File: config.mk
export PLATFORM = sky130hd
export DESIGN_NAME = trng_gate_ctrl
export DESIGN_NICKNAME = d
export VERILOG_FILES = /design/src/rtl/trng_gate_pkg.sv /design/src/rtl/trng_stuck_mon.sv /design/src/rtl/trng_window_mon.sv /design/src/rtl/trng_pair_packer.sv /design/src/rtl/trng_gate_ctrl.sv
export SDC_FILE = /design/constraint.sdc
export NUM_CORES = 1
export LEC_CHECK = 0
export ABC_AREA = 1
export BUFFER_PORTS_ARGS = -buffer_cell sky130_fd_sc_hd__buf_2
export CORE_ASPECT_RATIO = 1.75
export CORE_MARGIN = 3
export CORE_UTILIZATION = 45
export CTS_BUF_LIST = sky130_fd_sc_hd__clkbuf_8
export CTS_CLUSTER_SIZE = 28
export DETAILED_ROUTE_END_ITERATION = 8
export GPL_ROUTABILITY_DRIVEN = 0
export SLEW_MARGIN = 20
export SYNTH_ARGS = -nofsm -noshare
export SYNTH_HDL_FRONTEND = slang
export SYNTH_SLANG_ARGS = --single-unit
File: constraint.sdc
create_clock -name clk -period 4.95 [get_ports clk]
set_clock_uncertainty 0.05 [all_clocks]
set_input_delay 0.99 -clock clk [delete_from_list [all_inputs] [get_ports clk]]
set_output_delay 0.99 -clock clk [all_outputs]
set_load 0.01 [all_outputs]
File: src/rtl/trng_gate_pkg.sv
package trng_gate_pkg;
    typedef enum logic [1:0] {
        ST_START  = 2'd0,
        ST_RUN    = 2'd1,
        ST_RETEST = 2'd2,
        ST_FAIL   = 2'd3
    } gate_state_e;
endpackage

File: src/rtl/trng_stuck_mon.sv
// Flags a run of LIMIT identical raw samples.
module trng_stuck_mon #(
    parameter int LIMIT = 64
) (
    input  logic clk,
    input  logic rst_n,
    input  logic smp_en,
    input  logic smp_bit,
    output logic stuck_hit
);
    localparam int RW = $clog2(LIMIT + 1);

    typedef struct packed {
        logic          have;
        logic          last;
        logic [RW-1:0] run;
    } mon_t;

    mon_t mon_d, mon_q;

    always_comb begin
        mon_d     = mon_q;
        stuck_hit = 1'b0;
        if (smp_en) begin
            if (mon_q.have && (smp_bit == mon_q.last)) begin
                if (mon_q.run == RW'(LIMIT - 1)) begin
                    stuck_hit = 1'b1;
                end else begin
                    mon_d.run = mon_q.run + 1'b1;
                end
            end else begin
                mon_d.run = RW'(1);
            end
            mon_d.have = 1'b1;
            mon_d.last = smp_bit;
        end
    end

    always_ff @(posedge clk or negedge rst_n) begin
        if (!rst_n) begin
            mon_q <= '0;
        end else begin
            mon_q <= mon_d;
        end
    end
endmodule

File: src/rtl/trng_window_mon.sv
// Counts ones over a window of WIN samples while act is high.
module trng_window_mon #(
    parameter int WIN     = 1024,
    parameter int ONES_LO = 462,
    parameter int ONES_HI = 562
) (
    input  logic clk,
    input  logic rst_n,
    input  logic act,
    input  logic smp_en,
    input  logic smp_bit,
    output logic win_done,
    output logic win_pass
);
    localparam int CW = $clog2(WIN);
    localparam int OW = $clog2(WIN + 1);

    typedef struct packed {
        logic [CW-1:0] cnt;
        logic [OW-1:0] ones;
    } win_t;

    win_t win_d, win_q;
    logic [OW-1:0] ones_nx;

    always_comb begin
        win_d    = win_q;
        win_done = 1'b0;
        win_pass = 1'b0;
        ones_nx  = win_q.ones + OW'(smp_bit);
        if (!act) begin
            win_d = '0;
        end else if (smp_en) begin
            if (win_q.cnt == CW'(WIN - 1)) begin
                win_done = 1'b1;
                win_pass = (ones_nx >= OW'(ONES_LO)) && (ones_nx <= OW'(ONES_HI));
                win_d    = '0;
            end else begin
                win_d.cnt  = win_q.cnt + 1'b1;
                win_d.ones = ones_nx;
            end
        end
    end

    always_ff @(posedge clk or negedge rst_n) begin
        if (!rst_n) begin
            win_q <= '0;
        end else begin
            win_q <= win_d;
        end
    end
endmodule

File: src/rtl/trng_pair_packer.sv
// XORs sample pairs into conditioned bits and shifts them into a word.
module trng_pair_packer #(
    parameter int WORD_W = 128
) (
    input  logic              clk,
    input  logic              rst_n,
    input  logic              smp_en,
    input  logic              smp_bit,
    input  logic              flush,
    output logic              word_done,
    output logic [WORD_W-1:0] word_out
);
    localparam int KW = $clog2(WORD_W);

    typedef struct packed {
        logic              have;
        logic              first;
        logic [WORD_W-1:0] acc;
        logic [KW-1:0]     cnt;
    } pk_t;

    pk_t pk_d, pk_q;

    always_comb begin
        pk_d      = pk_q;
        word_done = 1'b0;
        word_out  = {pk_q.acc[WORD_W-2:0], pk_q.first ^ smp_bit};
        if (flush) begin
            pk_d = '0;
        end else if (smp_en) begin
            if (!pk_q.have) begin
                pk_d.have  = 1'b1;
                pk_d.first = smp_bit;
            end else begin
                pk_d.have = 1'b0;
                pk_d.acc  = word_out;
                if (pk_q.cnt == KW'(WORD_W - 1)) begin
                    word_done = 1'b1;
                    pk_d.cnt  = '0;
                end else begin
                    pk_d.cnt = pk_q.cnt + 1'b1;
                end
            end
        end
    end

    always_ff @(posedge clk or negedge rst_n) begin
        if (!rst_n) begin
            pk_q <= '0;
        end else begin
            pk_q <= pk_d;
        end
    end
endmodule

File: src/rtl/trng_gate_ctrl.sv
module trng_gate_ctrl
    import trng_gate_pkg::*;
#(
    parameter int WORD_W      = 128,
    parameter int STUCK_LIMIT = 64,
    parameter int WIN         = 1024,
    parameter int ONES_LO     = 462,
    parameter int ONES_HI     = 562
) (
    input  logic              clk,
    input  logic              rst_n,
    input  logic              ent_bit,
    input  logic              ent_vld,
    input  logic              retest_req,
    output logic [WORD_W-1:0] rnd_word,
    output logic              rnd_valid,
    input  logic              rnd_ready,
    output logic              fault,
    output logic              healthy,
    output logic [1:0]        status
);
    typedef struct packed {
        gate_state_e       state;
        logic              pend;
        logic              full;
        logic [WORD_W-1:0] word;
    } ctl_t;

    ctl_t ctl_d, ctl_q;

    logic              smp_live;
    logic              stuck_hit;
    logic              win_act;
    logic              win_done;
    logic              win_pass;
    logic              fail_now;
    logic              pk_en;
    logic              pk_flush;
    logic              pk_done;
    logic [WORD_W-1:0] pk_word;
    logic              pop;

    assign smp_live = ent_vld && (ctl_q.state != ST_FAIL);
    assign win_act  = (ctl_q.state == ST_START) || (ctl_q.state == ST_RETEST);
    assign fail_now = stuck_hit || (win_done && !win_pass);
    assign pk_en    = ent_vld && (ctl_q.state == ST_RUN) && !ctl_q.full;
    assign pk_flush = fail_now || (ctl_q.state == ST_FAIL);
    assign pop      = ctl_q.full && rnd_ready && (ctl_q.state == ST_RUN);

    trng_stuck_mon #(
        .LIMIT (STUCK_LIMIT)
    ) i_stuck (
        .clk       (clk),
        .rst_n     (rst_n),
        .smp_en    (smp_live),
        .smp_bit   (ent_bit),
        .stuck_hit (stuck_hit)
    );

    trng_window_mon #(
        .WIN     (WIN),
        .ONES_LO (ONES_LO),
        .ONES_HI (ONES_HI)
    ) i_window (
        .clk      (clk),
        .rst_n    (rst_n),
        .act      (win_act),
        .smp_en   (smp_live),
        .smp_bit  (ent_bit),
        .win_done (win_done),
        .win_pass (win_pass)
    );

    trng_pair_packer #(
        .WORD_W (WORD_W)
    ) i_packer (
        .clk       (clk),
        .rst_n     (rst_n),
        .smp_en    (pk_en),
        .smp_bit   (ent_bit),
        .flush     (pk_flush),
        .word_done (pk_done),
        .word_out  (pk_word)
    );

    always_comb begin
        ctl_d = ctl_q;
        unique case (ctl_q.state)
            ST_START: begin
                if (fail_now) begin
                    ctl_d.state = ST_FAIL;
                end else if (win_done) begin
                    ctl_d.state = ST_RUN;
                end
            end
            ST_RUN: begin
                if (fail_now) begin
                    ctl_d.state = ST_FAIL;
                end else begin
                    if (pop) begin
                        ctl_d.full = 1'b0;
                    end
                    if (pk_done) begin
                        ctl_d.full = 1'b1;
                        ctl_d.word = pk_word;
                    end
                    if (retest_req || ctl_q.pend) begin
                        if (!ctl_q.full && !pk_done) begin
                            ctl_d.state = ST_RETEST;
                            ctl_d.pend  = 1'b0;
                        end else begin
                            ctl_d.pend = 1'b1;
                        end
                    end
                end
            end
            ST_RETEST: begin
                if (fail_now) begin
                    ctl_d.state = ST_FAIL;
                end else if (win_done) begin
                    ctl_d.state = ST_RUN;
                end
            end
            default: begin
                ctl_d.state = ST_FAIL;
            end
        endcase
        if (ctl_d.state == ST_FAIL) begin
            ctl_d.full = 1'b0;
            ctl_d.pend = 1'b0;
            ctl_d.word = '0;
        end
    end

    always_ff @(posedge clk or negedge rst_n) begin
        if (!rst_n) begin
            ctl_q <= '{state: ST_START, pend: 1'b0, full: 1'b0, word: '0};
        end else begin
            ctl_q <= ctl_d;
        end
    end

    assign rnd_word  = ctl_q.word;
    assign rnd_valid = ctl_q.full && (ctl_q.state == ST_RUN);
    assign fault     = (ctl_q.state == ST_FAIL);
    assign healthy   = (ctl_q.state == ST_RUN);
    assign status    = ctl_q.state;
endmodule

Word-level counts from Yosys, hierarchy flattened

Cells that the tools add are included.

Register bits after elaboration: 298
Bits of input ports: 6
Output and inout port bits: 133
Word-level logic and storage cells: 100

Add/sub/neg operators: 4
Order comparisons: 2
Eq/ne operators: 13
Multiplexer cells: 36
Bitwise operators: 1
Reductions and logical operators: 31

Operators by type and width:

| kind                                                               | number |
|---|---|
| 2-to-1 mux 130 bit                                                 | 3 |
| 2-to-1 mux 137 bit                                                 | 2 |
| 2-to-1 mux 135 bit                                                 | 1 |
| 2-to-1 mux 129 bit                                                 | 1 |
| 2-to-1 mux 21 bit                                                  | 3 |
| 2-to-1 mux 7 bit                                                   | 3 |
| 2-to-1 mux 1 bit                                                   | 17 |
| adder 7 x 1 -> 7 bit, second input constant                        | 2 |
| adder 11 x 1 -> 11 bit                                             | 1 |
| greater-or-equal comparator 11 x 9 -> 1 bit, second input constant | 1 |
| <= comparator 11 x 10 -> 1 bit, second input constant              | 1 |
| adder 10 x 1 -> 10 bit, second input constant                      | 1 |
| == test 10 bit, second input constant                              | 1 |
| logical AND 1 bit                                                  | 10 |
| nonzero test 2 bit                                                 | 5 |
| AND reduction 3 bit                                                | 3 |
| 2-to-1 mux 2 bit                                                   | 4 |
| == test 7 x 6 -> 1 bit, second input constant                      | 1 |
| == test 7 bit, second input constant                               | 1 |
| == test 2 bit, second input constant                               | 3 |
| inequality test 2 bit, second input constant                       | 3 |
| AND reduction 2 bit                                                | 3 |
| logical OR 1 bit                                                   | 4 |
| inequality test 2 x 1 -> 1 bit, second input constant              | 2 |
| other kinds (9)                                                    | 11 |

Depth between registers and ports, before layout

Word-level depth: 20
Mapped depth: 22
Mapped depth without buffers: 19

Hierarchy

From an unflattened synthesis, not the netlist that was laid out.

Cells, all modules: 1583
Area, all modules: 14333.7 sq um

By module, submodules not included:

| module           | times used | cells each | area each (sq um) | seq. area each (sq um) |
|---|---|---|---|---|
| trng_gate_ctrl   | 1          | 742        | 6496.2            | 3303.2 |
| trng_pair_packer | 1          | 601        | 6035.8            | 3403.3 |
| trng_window_mon  | 1          | 172        | 1267.5            | 525.5 |
| trng_stuck_mon   | 1          | 68         | 534.3             | 225.2 |

Worst setup path before layout

Ideal clock, no wire load.

Path type: input port to flip-flop
Start: input port ent_bit
End: register i_packer.pk_q (netlist bit i_packer.word_out[24])
Data arrival time: 2.896 ns
Required time: 4.834 ns
Slack: 1.938 ns
Cell stages on the path: 19
Cell sequence: ha_1 ha_1 nand3_1 xor2_1 nor2_1 nand2_1 nand2_1 nand2_1 nand3_1 nand2_1 nand2_1 nor2_2 buf_4 nand2_2 nor2_4 buf_8 buf_6 nand2_1 nand2_1

Word-level cells in the longest chain between the ends: 12
Elaborated cells between the ends (all ways): 19
Those cells by class: add/sub (1); order compare (2); eq/ne (1); mux (6); reduce/logical (9)

Ends and longest elaborated chain:

| item                                                                                          | line                   | text |
|---|---|---|
| start: declaration                                                                            | trng_gate_ctrl.sv:12   | `input logic ent_bit,` |
| adder 11 x 1 -> 11 bit                                                                        | trng_window_mon.sv:30  | `ones_nx = win_q.ones + OW'(smp_bit);` |
| greater-or-equal comparator 11 x 9 -> 1 bit or <= comparator 11 x 10 -> 1 bit (tied branches) | trng_window_mon.sv:36  | `win_pass = (ones_nx >= OW'(ONES_LO)) && (ones_nx <= OW'(ONES_HI));` |
| logical AND 1 bit                                                                             | trng_window_mon.sv:36  |  |
| 2-to-1 mux 1 bit                                                                              | trng_window_mon.sv:34  | `if (win_q.cnt == CW'(WIN - 1)) begin` |
| 2-to-1 mux 1 bit                                                                              | trng_window_mon.sv:33  | `end else if (smp_en) begin` |
| 2-to-1 mux 1 bit                                                                              | trng_window_mon.sv:31  | `if (!act) begin` |
| logical NOT 1 bit                                                                             | trng_gate_ctrl.sv:45   | `assign fail_now = stuck_hit \|\| (win_done && !win_pass);` |
| logical AND 1 bit                                                                             | trng_gate_ctrl.sv:45   |  |
| logical OR 1 bit *                                                                            | trng_gate_ctrl.sv:45   |  |
| logical OR 1 bit *                                                                            | trng_gate_ctrl.sv:47   | `assign pk_flush = fail_now \|\| (ctl_q.state == ST_FAIL);` |
| nonzero test 2 bit (no line)                                                                  | --                     |  |
| AND reduction 2 bit (no line)                                                                 | --                     |  |
| end signal: assignment                                                                        | trng_pair_packer.sv:51 | `pk_q <= pk_d;` |
| end: declaration                                                                              | trng_pair_packer.sv:22 | `pk_t pk_d, pk_q;` |

Mark *: on every way between the ends. The rest lies on a longest branch, timed or not.
A chain may end at the register's enable or synchronous reset.

Worst setup path after layout

Start: input port ent_bit
End: register i_packer.pk_q[135] (netlist name)

Word-level cells in the longest chain between the ends: 12
Elaborated cells between the ends (all ways): 21
Those cells by class: add/sub (1); order compare (2); eq/ne (2); mux (8); reduce/logical (8)

Ends and longest elaborated chain:

| item                                                                                          | line |
|---|---|
| adder 11 x 1 -> 11 bit                                                                        | trng_window_mon.sv:30 |
| greater-or-equal comparator 11 x 9 -> 1 bit or <= comparator 11 x 10 -> 1 bit (tied branches) | trng_window_mon.sv:36 |
| logical AND 1 bit                                                                             | trng_window_mon.sv:36 |
| 2-to-1 mux 1 bit                                                                              | trng_window_mon.sv:34 |
| 2-to-1 mux 1 bit                                                                              | trng_window_mon.sv:33 |
| 2-to-1 mux 1 bit                                                                              | trng_window_mon.sv:31 |
| logical NOT 1 bit                                                                             | trng_gate_ctrl.sv:45 |
| logical AND 1 bit                                                                             | trng_gate_ctrl.sv:45 |
| logical OR 1 bit                                                                              | trng_gate_ctrl.sv:45 |
| logical OR 1 bit                                                                              | trng_gate_ctrl.sv:47 |
| inequality test 2 x 1 -> 1 bit (no line) or nonzero test 2 bit (tied branches)                | -- |
| AND reduction 2 bit (no line)                                                                 | -- |

Parallel ways exist; a longest one is shown, timed or not. The select of a mux whose other input is x is not followed.

==> reports/metrics.yaml <==
area_growth_pct: 6.845
diodes: 0
startpoint_type: "input port"
post_cts_buffers: 0
yosysSeqAreaShare: 0.5650
syn_nets: 1552
setup_viol: 0
synthTopCellsByCount: "713 x nand2_1, 298 x dfrtp_1, 150 x nand3_1"
ir_worst_vdd_uv: 182.0
status: "completed"
die_x_um: 135.5
synth_area_leader_cell: "dfrtp_1"
ys.flop_type: "dfrtp_1"
grt_pass1_vias: 9660
dr.pass1.iters: 5
syn_inst: 1540
initial_core_util: 0.4594
fillers: 2818
synthSimpleGateAreaFrac: 0.2824
die-area_um2: 31500
yosysUniqueCellTypes: 35
p_leak_nw: 8.204
relSlewSlack: 0.3196
syn_area_per_cell_um2: 8.570
timing.max_cap.violations: 0
critPathSlowestCell: "buf_4"
grt-ovfl-total: 0
ant_nets: 0
cp.arrival_ns: 3.78
max_slew.worst_pin.slew_ns: 1.021
ys_warn_count: 0
wl_per_cell_um: 14.21
yosys-top-cells-area: "dfrtp_1 57%, nand2_1 20%, buf_4 7.5%"
min_path_type: "in2async"
cp_top_family: "simple AND/OR/NAND/NOR gates"
synth_compound_area_frac: 0.02048
remaining_drc_errors: 0
synthMuxAreaShare: 0
synth_xor_area_frac: 0.005973
vias: 9454
cp.depth: 15
period_minus_slack_ns: 3.344
grt_usage: 0.1800
cts-root-buf: "clkbuf_8"
insertion_delay_ns: 0.58
routed_wl_mm: 27.67
ioPinCount: 139
cts_sinks: 298
post-place-ws_ns: 0.9540
numCtsBuffers: 45
max_freq_ghz: 0.2991
cp.required_ns: 5.39
synth_top_family_by_area: "simple AND/OR/NAND/NOR gates"
synth_fa_ha_area_frac: 0.005688
post-route-util: 0.4909
die_y_um: 232.6
fp-row-count: 82
worst_slack_ns: 1.606
synth_top_area_share: 0.5650
cts_tree: "yes"
htreeDepth: 2
postCtsResizedCells: 0
p_per_area_nw_per_um2: 350.6
layout.nets: 1547
timing.final.max_slew_violations: 0
timing.final.crit_share: 0.6755
grt_start_max_net_pins: 105
hold_buffers: 0
criticalPathCategory: "in2reg"
synth_edf_count: 0
yosysMostFrequentCell: "nand2_1"
place_hpwl_mm: 16.62
async_reset_ff_frac: 1.000
rsz0062_at_grt: "false"
cp.buffers_inverters: 2
portBuffers: 138
first_iter_violations: 459
layout-drive-gt1-share: 0.1517
cts.clk_slew.worst_paths_ns: 0.07
grt_pass1_wl_mm: 47.06
finalHoldViolations: 0
reg2reg_depth: 11
core_um2: 28730
synth.ff_latch_count: 298
critPathMaxStageDelay_ns: 0.77
critPathMaxFanout: 93
cts_buffer_depth: 3
syn-cell-area_um2: 13200
vias_per_cell: 4.856
path_cells: "buf_2, ha_1, ha_1, nand2_1, nor2_2, nand3_1, nor2_1, xor2_1, nand3_1, nand2_1, nand2_1, nor2_4, buf_4, nand3_1, o21ai_0"
antenna_found_initial: 0
tns_ns: 0
end_kind: "register"
## cells by family (layout without fill, tap and decap cells)
family,Yosys count,in the layout
flip-flops,298,298
AND/OR/NAND/NOR,924,924
adder cells (fa/ha/maj),6,6
AO/OA/AOI/OAI,46,46
XOR/XNOR,9,9
buffers and inverters,257,286
## flip-flops by register name, summed over array words and instances (netlist names)
name,cells
i_packer.word_out,127
i_stuck.mon_q,9
rnd_word,128
i_packer.pk_q,9
ctl_q,2
i_window.win_q,21
status,2
## metrics by stage
| step | std cells | hold WS, ns | power, mW | cell area (um^2) |
|---|---|---|---|---|
| 2_1_floorplan | 1540 | 0.3732 | 2.761 | 13200 |
| 3_3_place_gp | 1866 | 0.3890 | 2.885 | 13150 |
| 3_5_place_dp | 1866 | 0.3927 | 2.891 | 13150 |
| 4_1_cts | 1947 | 0.4099 | 5.034 | 14100 |
| 5_1_grt | 1947 | 0.4444 | 5.183 | 14100 |
| 6_report | 1947 | 0.3961 | 4.943 | 14100 |
## path summary, 6_finish.rpt
check	from	endpoint	slack, ns
setup / recovery	ent_bit	i_packer.pk_q[135]	1.61
hold / removal	rst_n	rnd_word[78]	0.40
setup reg to reg	status[0]	rnd_word[56]	1.73
hold reg to reg	i_stuck.mon_q[8]	i_stuck.mon_q[8]	0.40
max in group asynchronous	rst_n	i_packer.word_out[100]	3.33
min in group clk	i_stuck.mon_q[8]	i_stuck.mon_q[8]	0.40
## per-layer routing
layer	track usage	wire length [um]
met1	0.2123	11350
met2	0.3289	14630
met3	0.03570	1123
met4	0.05233	565
met5	0	0
## report_power, final
part	internal [mW]	switching, mW
registers	2.47	0.0378
logic	0.0779	0.248
clock network	1.14	0.963
## layout make-up
cell class,count,area (um^2),share of cell area
Inverter,52,200.2,0.01420
Sequential cell,298,7457,0.5288
Tap cell,378,473.0,0.03354
Clock inverter,17,75.07,0.005324
Clock buffer,64,880.8,0.06247
Multi-Input combinational cell,985,4164,0.2953
Timing Repair Buffer,153,850.8,0.06034
## cell usage in the layout (no fill, tap or decap), types with 2 or more instances in the layout
master,count
nand2_1,713
dfrtp_1,298
nand3_1,150
buf_2,137
clkbuf_8,64
inv_1,58
nor2_1,34
o21ai_0,19
buf_4,12
nor3_1,9
o22ai_1,9
a21oi_1,8
xor2_1,6
ha_1,6
clkinv_2,6
nand4_1,4
nor3b_1,3
xnor2_1,3
nor2_4,3
buf_12,3
a22o_1,2
a211oi_1,2
inv_4,2
o211ai_1,2
nor2_2,2
inv_2,2
nor3_2,2
No activity file was read; power rests on OpenSTA's default activity.
